<file path="config.mk">
export PLATFORM = sky130hd
export DESIGN_NAME = fkenc_top
export DESIGN_NICKNAME = d
export VERILOG_FILES = /design/src/rtl/fkenc_pkg.sv /design/src/rtl/fkenc_scheme_sel.sv /design/src/rtl/fkenc_group.sv /design/src/rtl/fkenc_top.sv
export SDC_FILE = /design/constraint.sdc
export NUM_CORES = 1
export LEC_CHECK = 0
export BUFFER_PORTS_ARGS = -buffer_cell sky130_fd_sc_hd__buf_2
export CAP_MARGIN = 15
export CELL_PAD_IN_SITES_DETAIL_PLACEMENT = 0
export CELL_PAD_IN_SITES_GLOBAL_PLACEMENT = 1
export CORE_AREA = 2 2 302 304
export CTS_CLUSTER_DIAMETER = 120
export CTS_CLUSTER_SIZE = 16
export DETAILED_ROUTE_END_ITERATION = 10
export DIE_AREA = 0 0 304 306
export HOLD_SLACK_MARGIN = 0.03
export PLACE_DENSITY = 0.63
export SLEW_MARGIN = 20
export SYNTH_ARGS = -nofsm -noshare
export SYNTH_HDL_FRONTEND = slang
export SYNTH_SLANG_ARGS = --single-unit
</file>
<file path="constraint.sdc">
create_clock -name clk -period 9.3 [get_ports clk]
set_input_delay 1.395 -clock clk [delete_from_list [all_inputs] [get_ports clk]]
set_output_delay 1.395 -clock clk [all_outputs]
set_load 0.01 [all_outputs]
</file>
<file path="src/rtl/fkenc_pkg.sv">
package fkenc_pkg;

    localparam int BYTE_W = 8;
    localparam int POP_W  = $clog2(BYTE_W + 1);

    typedef enum logic [1:0] {
        SCH_PLAIN  = 2'd0,
        SCH_QTR    = 2'd1,
        SCH_REPEAT = 2'd2
    } scheme_e;

    function automatic logic [POP_W-1:0] popcnt_byte(input logic [BYTE_W-1:0] b);
        logic [POP_W-1:0] n;
        n = '0;
        for (int k = 0; k < BYTE_W; k++) begin
            n = n + POP_W'(b[k]);
        end
        return n;
    endfunction

endpackage

</file>
<file path="src/rtl/fkenc_scheme_sel.sv">
module fkenc_scheme_sel
    import fkenc_pkg::*;
(
    input  logic [1:0] scheme_sel,
    input  logic       force_qtr,
    output scheme_e    scheme
);

    always_comb begin
        if (force_qtr) begin
            scheme = SCH_QTR;
        end else begin
            unique case (scheme_sel)
                2'b01:   scheme = SCH_QTR;
                2'b10:   scheme = SCH_REPEAT;
                default: scheme = SCH_PLAIN;
            endcase
        end
    end

endmodule

</file>
<file path="src/rtl/fkenc_group.sv">
module fkenc_group
    import fkenc_pkg::*;
#(
    parameter int DATA_BYTES = 6,
    localparam int CODE_BYTES = DATA_BYTES + 2,
    localparam int IN_W       = DATA_BYTES * BYTE_W,
    localparam int OUT_W      = CODE_BYTES * BYTE_W
) (
    input  logic [IN_W-1:0]  grp_data,
    output logic [OUT_W-1:0] grp_code
);

    logic [BYTE_W-1:0] xor_byte;
    logic [BYTE_W-1:0] wsum_byte;

    for (genvar j = 0; j < DATA_BYTES; j++) begin : g_copy
        assign grp_code[j*BYTE_W +: BYTE_W] = grp_data[j*BYTE_W +: BYTE_W];
    end

    always_comb begin
        xor_byte  = '0;
        wsum_byte = '0;
        for (int l = 0; l < DATA_BYTES; l++) begin
            xor_byte  = xor_byte ^ grp_data[l*BYTE_W +: BYTE_W];
            wsum_byte = wsum_byte
                      + BYTE_W'((l + 1) * int'(popcnt_byte(grp_data[l*BYTE_W +: BYTE_W])));
        end
    end

    assign grp_code[DATA_BYTES*BYTE_W +: BYTE_W]     = xor_byte;
    assign grp_code[(DATA_BYTES+1)*BYTE_W +: BYTE_W] = wsum_byte;

endmodule

</file>
<file path="src/rtl/fkenc_top.sv">
module fkenc_top
    import fkenc_pkg::*;
#(
    parameter int GROUPS     = 4,
    parameter int DATA_BYTES = 6,
    parameter int RSV_GROUP  = 2,
    localparam int GRP_IN_W  = DATA_BYTES * BYTE_W,
    localparam int GRP_OUT_W = (DATA_BYTES + 2) * BYTE_W,
    localparam int IMG_W     = GROUPS * GRP_OUT_W,
    localparam int HALF_W    = IMG_W / 2,
    localparam int RSV_LO    = RSV_GROUP * GRP_OUT_W
) (
    input  logic             clk,
    input  logic             rst_n,
    input  logic             in_valid,
    input  logic [IMG_W-1:0] key_data,
    input  logic [1:0]       scheme_sel,
    input  logic             force_qtr,
    input  logic             dest_third,
    output logic             out_valid,
    output logic [IMG_W-1:0] fuse_image,
    output logic [IMG_W-1:0] prog_mask
);

    typedef struct packed {
        logic             valid;
        logic [IMG_W-1:0] image;
        logic [IMG_W-1:0] mask;
    } state_t;

    state_t  st_d, st_q;
    scheme_e scheme;
    logic [IMG_W-1:0] qtr_img;

    fkenc_scheme_sel u_sel (
        .scheme_sel (scheme_sel),
        .force_qtr  (force_qtr),
        .scheme     (scheme)
    );

    for (genvar g = 0; g < GROUPS; g++) begin : g_grp
        fkenc_group #(.DATA_BYTES(DATA_BYTES)) u_grp (
            .grp_data (key_data[g*GRP_IN_W +: GRP_IN_W]),
            .grp_code (qtr_img[g*GRP_OUT_W +: GRP_OUT_W])
        );
    end

    always_comb begin
        st_d       = st_q;
        st_d.valid = in_valid;
        if (in_valid) begin
            st_d.mask = '1;
            unique case (scheme)
                SCH_QTR:    st_d.image = qtr_img;
                SCH_REPEAT: st_d.image = {key_data[HALF_W-1:0], key_data[HALF_W-1:0]};
                default:    st_d.image = key_data;
            endcase
            if (force_qtr && dest_third) begin
                st_d.image[RSV_LO +: GRP_OUT_W] = '0;
                st_d.mask[RSV_LO +: GRP_OUT_W]  = '0;
            end
        end
    end

    always_ff @(posedge clk) begin
        if (!rst_n) begin
            st_q <= '0;
        end else begin
            st_q <= st_d;
        end
    end

    assign out_valid  = st_q.valid;
    assign fuse_image = st_q.image;
    assign prog_mask  = st_q.mask;

    // a request is answered on the next clock
    p_valid_next_r9: assert property (@(posedge clk) disable iff (!rst_n)
        in_valid |=> out_valid);

    // idle cycles keep the outputs
    p_idle_hold_r10: assert property (@(posedge clk) disable iff (!rst_n)
        !in_valid |=> (!out_valid && $stable(fuse_image) && $stable(prog_mask)));

    // plain layout passes data through
    p_plain_copy_r1: assert property (@(posedge clk) disable iff (!rst_n)
        (in_valid && !force_qtr && (scheme_sel == 2'b00 || scheme_sel == 2'b11))
        |=> (fuse_image == $past(key_data) && prog_mask == '1));

    // repeat layout duplicates the low half
    p_repeat_halves_r5: assert property (@(posedge clk) disable iff (!rst_n)
        (in_valid && !force_qtr && scheme_sel == 2'b10)
        |=> (fuse_image[IMG_W-1:HALF_W] == fuse_image[HALF_W-1:0]));

    // reserved group withheld for the third slot
    p_rsv_blank_r8: assert property (@(posedge clk) disable iff (!rst_n)
        (in_valid && force_qtr && dest_third)
        |=> (fuse_image[RSV_LO +: GRP_OUT_W] == '0 && prog_mask[RSV_LO +: GRP_OUT_W] == '0));

endmodule

</file>
==> results of run 1 <==
metal layers:
layer | vias to the layer above | track usage
met5 | - | 0
met4 | 14 | 0.0891
li1 | 9443 | -
met1 | 10300 | 0.324
met3 | 187 | 0.0890
met2 | 1080 | 0.392
logic make-up (layout without fill, tap and decap cells):
logic type | Yosys count | after routing | share of synthesized area
adder cells (fa/ha/maj) | 332 | 332 | 0.235
AO/OA/AOI/OAI | 524 | 524 | 0.156
AND/OR/NAND/NOR | 480 | 480 | 0.0893
flip-flops | 259 | 259 | 0.223
buffers and inverters | 798 | 1231 | 0.175
XOR/XNOR | 204 | 204 | 0.0910
multiplexers | 72 | 72 | 0.0310
other | 0 | 9 | 0
report_power, final:
part / internal, mW / switching, mW
logic: 3.00 / 4.11
registers: 1.22 / 0.0569
clock network: 0.470 / 0.526
total: 4.70 / 4.70
worst max-delay path: cells and delay by family:
kind | cells | cell delay (ps)
adders and majority gates | 11 | 4420
AOI/OAI and AO/OA | 5 | 910
xor gates and xnor gates | 3 | 630
buffers and inverters | 4 | 470
flip-flops by register name, indices dropped and copies added (netlist names):
register and flops:
fuse_image 256, out_valid 1, prog_mask 2
worst paths after layout:
check	to	slack, ps	cells after the start
worst min register to register	fuse_image[181]	450	2
worst max-delay path	fuse_image[191]	1930	23
worst min-delay path	fuse_image[181]	450	2
worst max register to register	fuse_image[127]	8400	3
placed cells by master (no fill, tap or decap), types with 90 or more instances in the layout:
| cell type | n |
|---|---|
| a221oi_1 | 136 |
| a22oi_1 | 93 |
| nand2_1 | 90 |
| xnor2_1 | 118 |
| nor3_1 | 91 |
| a21oi_1 | 117 |
| buf_2 | 775 |
| nor2_1 | 229 |
| dfxtp_1 | 258 |
| ha_1 | 150 |
| inv_1 | 394 |
| fa_1 | 177 |
cell type report:
type	count	share of cell area
repair buffers	800	0.152
well taps	1176	0.0545
clock buffers	28	0.0227
diodes	9	0.000834
multi-input cells	1612	0.520
clock inverters	6	0.00185
inverters	397	0.0555
flip-flops and latches	259	0.192
==> out/metrics.csv, run 1 <==
stage,metric,value,unit
outcome,outcome,"complete, no violations",
synth,Synth top cells by count,"inv_1, buf_4, dfxtp_1",
die,core box area,0.0896,mm²
routing,max layer used,met5,
synth,Synth area leader,dfxtp_1,
cts,CTS Buffer Depth,3,
grt,number of global-route vias before repair,19900,
timing,Slew headroom,0.248,
power,Peak VDD IR,0.663,mV
routing,# DRC,0,
synth,Post-synth ARST share,0,
routing,Iter 0 DRT Violations,1984,
timing,final worst setup slack,1930,ps
die,Starting Density,0.260,
cts,CTS tree,built,
cts,hold_buf cts,0,
timing,Final Max Slew Viols,0,
cts,latest clock arrival within the worst-skew pair,570,ps
grt,first-pass GRT wire length,164000,µm
synth,Syn Area/Cell,8.72,µm²
routing,Routed WL per cell,28.5,µm
timing,Fin Setup TNS,0,ps
timing,Worst Clk Skew,0,ps
cells_and_area,final core utilization,0.301,
synth,post-synth top area share,0.223,
worst_setup_path,Critical Path Most Common Cell,fa_1,
worst_setup_path,"Max FO, Critical Path",5,
synth,sequential-to-total area share from yosys stat,0.223,
routing,routed via count,21000,
synth,"EDFF count, synth",0,
routing,M1 WL,50500,µm
placed_design,hpwl dp,96400,µm
grt,maximum number of pins on one net before global-route repair,190,
worst_setup_path,WP data required,9780,ps
routing,DRT Wirelength,122000,µm
synth,Synth Net Count,3261,
grt,initial antenna violation count,39,
worst_setup_path,CP cell instances,"buf_2, ha_1, inv_1, fa_1, fa_1, fa_1, fa_1, xnor2_1, xnor2_1, ha_1, a21oi_1, xnor2_1, fa_1, inv_1, fa_1, fa_1, inv_1, ha_1, fa_1, a21oi_1, o21a_1, o211ai_1, a32o_1",
cts,Post-CTS Setup Inserts,0,
synth,"flops & latches, synth",259,
synth,ranking of synthesized cells by area,"dfxtp_1, fa_1, buf_4",
cts,post-CTS sizing,0,
worst_setup_path,critical path class,in -> reg,
cells_and_area,Layout area overhead,16.1,%
cells_and_area,Finished Layout Cells,4287,
placed_design,Area after DPL,0.0263,mm²
worst_setup_path,CP arrival,7850,ps
timing,Final Hold Viols,0,
timing,Max Freq,136,MHz
cts,clock slew at reported path FFs,80,ps
routing,drt pass-1 iters,6,
timing,hold_ws,453,ps
cells_and_area,layout cells sized above 1,0.273,
cts,clock buffer count from CTS,22,
cells_and_area,final instance area,0.0270,mm²
cells_and_area,fin nets,3684,
cells_and_area,Sequential cell area,0.00519,mm²
hold_path,Hold Path Origin,fuse_image[181],
die,Die Ht,306,µm
cts,H-tree lvl count,1,
cells_and_area,# fillers,9664,
run,Max Cap Violations,0,
routing,metal3 WL,13100,µm
placed_design,Setup WS pre-CTS,1370,ps
power,total design power,9.39,mW
die,num rows,110,
routing,Final ANT Viol Nets,0,
placed_design,PortBufs,775,
die,Die ar.,0.0930,mm²
timing,setup violators final,0,
cts,CTS root buf,clkbuf_16,
worst_setup_path,CP peak stage delay,540,ps
timing,final worst-path cycle share,0.792,
cts,clock sink total,259,
hold_path,Hold Path Class,reg -> reg,
worst_setup_path,Worst path slowest cell,fa_1,
power,leakage power,14.0,nW
grt,Total GRT Usage,0.253,
synth,synthesized area,0.0233,mm²
synth,synth unique cells,46,
synth,top-count cell post-synth,inv_1,
routing,routed wire length on met2,53600,µm
placed_design,gp weighted congestion,0.918,
cells_and_area,multi-input logic area,0.0141,mm²
die,die width,304,µm
worst_setup_path,startpoint class of the critical path,input pin,
worst_setup_path,CP endpoint kind,register,
placed_design,placed cells,4244,
die,I/O pins,776,
timing,unrepaired setup endpoints after global routing,no,
grt,remaining global-route overflow,0,
worst_setup_path,Critical R2R Launch,fuse_image[127],
timing,Least-Margin Pin Slew,1130,ps
routing,vias per inst,4.89,
synth,Most used DFF post-synth,dfxtp_1,
power,Pwr Density,348,mW/mm²
synth,yosys warns,0,
worst_setup_path,crit path from,key_data[112],
timing,fin crit period,7370,ps
synth,Post-Synthesis Cells,2669,
Power figures use the tool's default switching activity.
==> run 2, diff against run 1 <==
Clock period 9.3 ns to 7.73 ns, I/O delays scaled along.
==> run 2 against run 1 <==
Compared with the run above:
- setup slack worse by 1300 ps
- worst hold slack better by 1.9 ps
- wire length is 1.0% higher
- critical path depth stayed put
- sequential share of layout area is 0.24 points lower
- sequential cell count stayed put
- global-route usage is 0.18 points higher
- first-iteration DRC count is 1.0% higher
- utilization is 0.38 points higher
- clock-buffer cell count is 4 lower
- sequential power is 20% higher
- critical endpoint is now fuse_image[252]
- largest power group unchanged
==> out/metrics.csv, run 2 (synthesis results as in run 1) <==
stage,metric,value,unit,change
timing,unrepaired setup endpoints after global routing,no,,
hold_path,Hold Path Origin,fuse_image[180],,
cells_and_area,"most common cell after layout, fill and taps aside",buf_2,,
die,die width,304,µm,unchanged
placed_design,PortBufs,775,,unchanged
die,num rows,110,,unchanged
cts,H-tree lvl count,1,,unchanged
power,sequential power share,0.135,,about the same
routing,routed via count,21400,,+1.9%
cells_and_area,fin nets,3733,,+1.3%
worst_setup_path,WP data required,8180,ps,-1600 ps
timing,Least-Margin Pin Slew,1110,ps,-22.3 ps
cts,hold_buf cts,0,,unchanged
worst_setup_path,startpoint class of the critical path,input pin,,
timing,Fin Setup TNS,0,ps,unchanged
cts,post-CTS sizing,0,,unchanged
power,Pwr Density,417,mW/mm²,+20%
timing,final worst setup slack,657,ps,-1280 ps
grt,Total GRT Usage,0.255,,+0.00175
grt,maximum number of pins on one net before global-route repair,188,,-1.1%
cells_and_area,layout cells sized above 1,0.285,,+0.0117
timing,final worst-path cycle share,0.915,,
grt,first-pass GRT wire length,166000,µm,+1.6%
routing,# DRC,0,,unchanged
cts,CTS Buffer Depth,3,,unchanged
cts,clock slew at reported path FFs,80,ps,about the same
routing,Final ANT Viol Nets,0,,unchanged
placed_design,placed cells,4291,,+1.1%
die,core box area,0.0896,mm²,unchanged
grt,remaining global-route overflow,0,,unchanged
cts,CTS root buf,clkbuf_16,,
cts,CTS tree,built,,
timing,Slew headroom,0.263,,+0.0149
routing,Routed WL per cell,28.5,µm,about the same
placed_design,Setup WS pre-CTS,87.2,ps,-1290 ps
cells_and_area,Layout area overhead,17.6,%,
cells_and_area,max reg flops,256,,unchanged
timing,Worst Clk Skew,0,ps,unchanged
cells_and_area,most frequent cells in the layout,"buf_2, inv_1, dfxtp_1, nor2_1, fa_1",,
routing,DRT Wirelength,123000,µm,+1.0%
routing,drt pass-1 iters,6,,unchanged
cells_and_area,final core utilization,0.305,,+0.00384
worst_setup_path,"Max FO, Critical Path",4,,-1
worst_setup_path,CP endpoint kind,register,,
placed_design,hpwl dp,99100,µm,+2.9%
die,Die Ht,306,µm,unchanged
timing,Max Freq,141,MHz,
power,internal power,5.72,mW,+22%
cts,latest clock arrival within the worst-skew pair,600,ps,+30 ps
routing,Iter 0 DRT Violations,2004,,+1.0%
hold_path,Hold Path Class,reg -> reg,,
timing,Final Hold Viols,0,,unchanged
worst_setup_path,CP arrival,7520,ps,-330 ps
die,Die ar.,0.0930,mm²,unchanged
worst_setup_path,critical path class,in -> reg,,
timing,Final Max Slew Viols,0,,unchanged
run,Max Cap Violations,0,,unchanged
timing,setup violators final,0,,unchanged
outcome,outcome,"complete, no violations",,
placed_design,gp weighted congestion,0.942,,+2.6%
worst_setup_path,Critical R2R Launch,fuse_image[126],,
timing,hold_ws,455,ps,+1.92 ps
power,Peak VDD IR,0.587,mV,-12%
cts,Post-CTS Setup Inserts,0,,unchanged
timing,fin crit period,7070,ps,
power,switch share,0.498,,-0.00146
cts,clock buffer count from CTS,23,,+4.5%
die,Starting Density,0.260,,unchanged
power,Clk network pwr share,0.105,,about the same
worst_setup_path,crit path from,key_data[160],,
power,Comb pwr share,0.759,,about the same
cts,clock sink total,259,,unchanged
power,leakage power,14.2,nW,+1.6%
routing,vias per inst,4.93,,+0.83%
die,I/O pins,776,,unchanged
grt,number of global-route vias before repair,20100,,+1.1%
grt,initial antenna violation count,37,,-5.1%
power,NetSw,5.69,mW,+21%
cells_and_area,Finished Layout Cells,4334,,+1.1%
[run 2: cell types whose count changed in the layout (fill, tap and decap cells not counted), sizes merged]
cell    delta
clkinv     +2
diode      -1
buf       +47
clkbuf     -3
inv        +2
[run 2: critical path: stages]
cell and delay, ps:
buf_2 130, ha_1 330, inv_1 70, fa_1 500, fa_1 440, fa_1 430
fa_1 400, xnor2_1 400, ha_1 310, a21o_1 160, a21oi_1 170, xnor2_1 120
fa_1 510, inv_1 50, fa_1 500, fa_1 540, inv_1 60, fa_1 470
a22oi_1 270, buf_4 180, o21ai_0 70, mux2i_1 180, nor2_1 60
[run 2: final timing paths]
| kind | to | slack [ps] | cells after the start |
|---|---|---|---|
| setup reg to reg | fuse_image[126] | 6660 | 3 |
| hold reg to reg | fuse_image[180] | 450 | 2 |
| hold / removal | fuse_image[180] | 450 | 2 |
| setup / recovery | fuse_image[252] | 660 | 23 |
[run 2: final cells by class]
cell class	count	area, µm²
sequential	259	5190
clock buffer	24	579
tap	1176	1470
antenna	8	20.0
clock inverter	10	88.8
timing repair buffer	848	4450
multi-input combinational	1612	14100
fill	9732	62200
inverter	397	1500
[run 2: per-layer routing]
layer	vias to the layer above	track usage	routed length [µm]
met5	-	0	162
met4	28	0.0552	3160
met3	157	0.0660	11800
met2	1105	0.407	55600
met1	10500	0.344	52600
li1	9558	-	-
[run 2: power groups by stage]
| stage | Combinational (mW) | Sequential, mW | Clock (mW) |
|---|---|---|---|
| floorplan | 5.94 | 1.64 | 0 |
| global placement | 8.56 | 1.57 | 0 |
| detailed placement | 8.63 | 1.57 | 0 |
| CTS | 8.68 | 1.54 | 1.23 |
| global route | 9.67 | 1.56 | 1.27 |
| finish | 8.66 | 1.54 | 1.20 |
[run 2: per-stage QoR]
step           area (µm²)  power, mW
6_report            27400       11.4
4_1_cts             27300       11.5
5_1_grt             27300       12.5
3_3_place_gp        26700       10.1
2_1_floorplan       23300       7.58
3_5_place_dp        26700       10.2
==> run 3, diff against run 2 <==
Settings changed: CAP_MARGIN 15 to 20, CELL_PAD_IN_SITES_GLOBAL_PLACEMENT 1 to 2, CORE_AREA 2 2 302 304 to 2 2 299 301, DIE_AREA 0 0 304 306 to 0 0 301 303, PLACE_DENSITY 0.63 to 0.77.
==> run 3 against run 2 <==
Compared with the run above:
- global-route usage rose by 0.14 points
- clock power rose by 5%
- via count fell by 0.92%
- utilization rose by 0.55 points
- clock-buffer cell count rose by 2
- register-to-register slack improved by 90 ps
- sequential share of layout area barely moved
- first-iteration DRC count fell by 1.9%
- largest cell class unchanged
==> out/metrics.csv, run 3 (synthesis results as in run 1) <==
stage,metric,value,unit,change
outcome,outcome,"complete, no violations",,
die,core box area,0.0880,mm²,-1.8%
cts,CTS root buf,clkbuf_16,,
timing,Final Max Slew Viols,0,,unchanged
grt,number of global-route vias before repair,20100,,-0.050%
timing,fin crit period,7060,ps,-11.5 ps
timing,Max Freq,142,MHz,+0.16%
power,Pwr Density,418,mW/mm²,+0.20%
timing,unrepaired setup endpoints after global routing,no,,
timing,Fin Setup TNS,0,ps,unchanged
cells_and_area,layout cells sized above 1,0.283,,-0.00214
routing,DRT Wirelength,121000,µm,-2.1%
cts,clock buffer count from CTS,22,,-4.3%
power,switch share,0.493,,-0.00529
cells_and_area,"most common cell after layout, fill and taps aside",buf_2,,
die,die width,301,µm,-0.99%
grt,maximum number of pins on one net before global-route repair,185,,-1.6%
power,sequential power share,0.135,,about the same
worst_setup_path,Critical Path Most Common Cell,fa_1,,
grt,remaining global-route overflow,0,,unchanged
routing,Routed WL per cell,27.9,µm,-1.8%
routing,routed via count,21200,,-0.92%
timing,final worst-path cycle share,0.913,,-0.00149
cts,H-tree lvl count,1,,unchanged
timing,Worst Clk Skew,0,ps,unchanged
timing,setup violators final,0,,unchanged
cells_and_area,fin nets,3726,,-0.19%
worst_setup_path,Worst path slowest cell,fa_1,,
routing,# DRC,0,,unchanged
routing,Iter 0 DRT Violations,1965,,-1.9%
grt,first-pass GRT wire length,163000,µm,-2.2%
routing,drt pass-1 iters,5,,-1
placed_design,hpwl dp,97200,µm,-2.0%
cts,Post-CTS Setup Inserts,0,,unchanged
routing,Final ANT Viol Nets,0,,unchanged
timing,Slew headroom,0.208,,-0.0545
cells_and_area,max reg flops,256,,unchanged
cts,latest clock arrival within the worst-skew pair,590,ps,about the same
power,Peak VDD IR,0.627,mV,+6.8%
run,Max Cap Violations,0,,unchanged
cts,post-CTS sizing,0,,unchanged
power,leakage power,14.2,nW,about the same
worst_setup_path,startpoint class of the critical path,input pin,,
power,Comb pwr share,0.755,,-0.004
die,Die Ht,303,µm,-0.98%
routing,vias per inst,4.90,,-0.60%
die,I/O pins,776,,unchanged
routing,metal3 WL,11200,µm,-5.2%
cts,CTS Buffer Depth,3,,unchanged
worst_setup_path,WP data required,8210,ps,+30 ps
hold_path,Hold Path Class,reg -> reg,,
power,internal power,5.79,mW,+1.2%
grt,Total GRT Usage,0.256,,+0.00139
cts,hold_buf cts,0,,unchanged
cts,CTS tree,built,,
placed_design,PortBufs,775,,unchanged
routing,max layer used,met5,,
die,num rows,109,,-0.91%
placed_design,gp weighted congestion,0.920,,-2.4%
timing,Final Hold Viols,0,,unchanged
die,Starting Density,0.265,,+0.00482
power,Clk network pwr share,0.110,,+0.005
worst_setup_path,CP endpoint kind,register,,
power,NetSw,5.64,mW,-0.92%
routing,routed wire length on met2,54500,µm,-1.9%
routing,M1 WL,51300,µm,-2.6%
die,Die ar.,0.0912,mm²,-2.0%
grt,initial antenna violation count,38,,+2.7%
worst_setup_path,critical path class,in -> reg,,
cts,clock sink total,259,,unchanged
power,total design power,11.4,mW,+0.14%
worst_setup_path,CP peak stage delay,550,ps,about the same
worst_setup_path,CP cell instances,"buf_2, ha_1, inv_1, fa_1, fa_1, fa_1, fa_1, inv_1, ha_1, ha_1, fa_1, xnor2_1, fa_1, inv_1, fa_1, fa_1, inv_1, ha_1, nor2b_1, o21a_1, or3_1, a32o_1",,
cts,clock slew at reported path FFs,80,ps,about the same
cells_and_area,Layout area overhead,17.5,%,about the same
timing,Least-Margin Pin Slew,1190,ps,+81.8 ps
worst_setup_path,CP arrival,7550,ps,+30 ps
worst_setup_path,"Max FO, Critical Path",3,,-1
cells_and_area,most frequent cells in the layout,"buf_2, inv_1, dfxtp_1, nor2_1, fa_1",,
==> run 3: cell types whose count changed in the layout (fill, tap and decap cells not counted), sizes merged <==
cell,before,now
buf,846,841
bufinv,0,2
clkbuf,26,27
clkinv,3,2
clkinvlp,2,0
diode,8,13
inv,402,399
==> run 3: critical path: cells and delay by family <==
kind                     cells  cell delay [ps]
adder cells (fa/ha/maj)     12             4940
AND/OR/NAND/NOR              2              500
AO/OA/AOI/OAI                2              420
buffers and inverters        5              350
XOR/XNOR                     1              170
==> run 3: path summary, 6_finish.rpt <==
| path | to | depth (start not counted) | slack (ps) | from |
|---|---|---|---|---|
| worst max-delay path | fuse_image[127] | 22 | 670 | key_data[81] |
| worst min-delay path | fuse_image[181] | 2 | 450 | fuse_image[181] |
| worst max register to register | prog_mask[191] | 3 | 6750 | prog_mask[191] |
| worst min register to register | fuse_image[181] | 2 | 450 | fuse_image[181] |
==> run 3: stage by stage <==
| step | hold WS (ps) | std cells | utilization | area [µm²] | worst slack, ps |
|---|---|---|---|---|---|
| after CTS | 454 | 4307 | 0.310 | 27300 | 670 |
| final | 454 | 4320 | 0.311 | 27300 | 669 |
| after global routing | 468 | 4309 | 0.311 | 27300 | 278 |
| after floorplan | 474 | 2669 | - | 23300 | 476 |
| after global placement | 432 | 4274 | 0.302 | 26600 | 59.0 |
| after detailed placement | 443 | 4275 | 0.302 | 26600 | 81.7 |
==> run 3: per-layer routing <==
metal | track usage | up-vias
met1 | 0.341 | 10400
li1 | - | 9534
met2 | 0.410 | 1027
met3 | 0.0665 | 158
met5 | 0 | -
met4 | 0.0682 | 20
==> run 3: cell type report <==
class                      instances  area, µm²
timing repair buffer             842       4410
clock buffer                      26        597
multi-input combinational       1612      14100
antenna                           13       32.5
clock inverter                     6        103
tap                             1165       1460
fill                            9588      60600
inverter                         397       1500
sequential                       259       5190
==> run 3: power groups by stage <==
stage | sequential (mW) | clock (mW) | combinational [mW]
global route | 1.55 | 1.32 | 9.82
finish | 1.54 | 1.26 | 8.63
global placement | 1.57 | 0 | 8.60
floorplan | 1.64 | 0 | 5.94
CTS | 1.54 | 1.29 | 8.77
detailed placement | 1.57 | 0 | 8.74
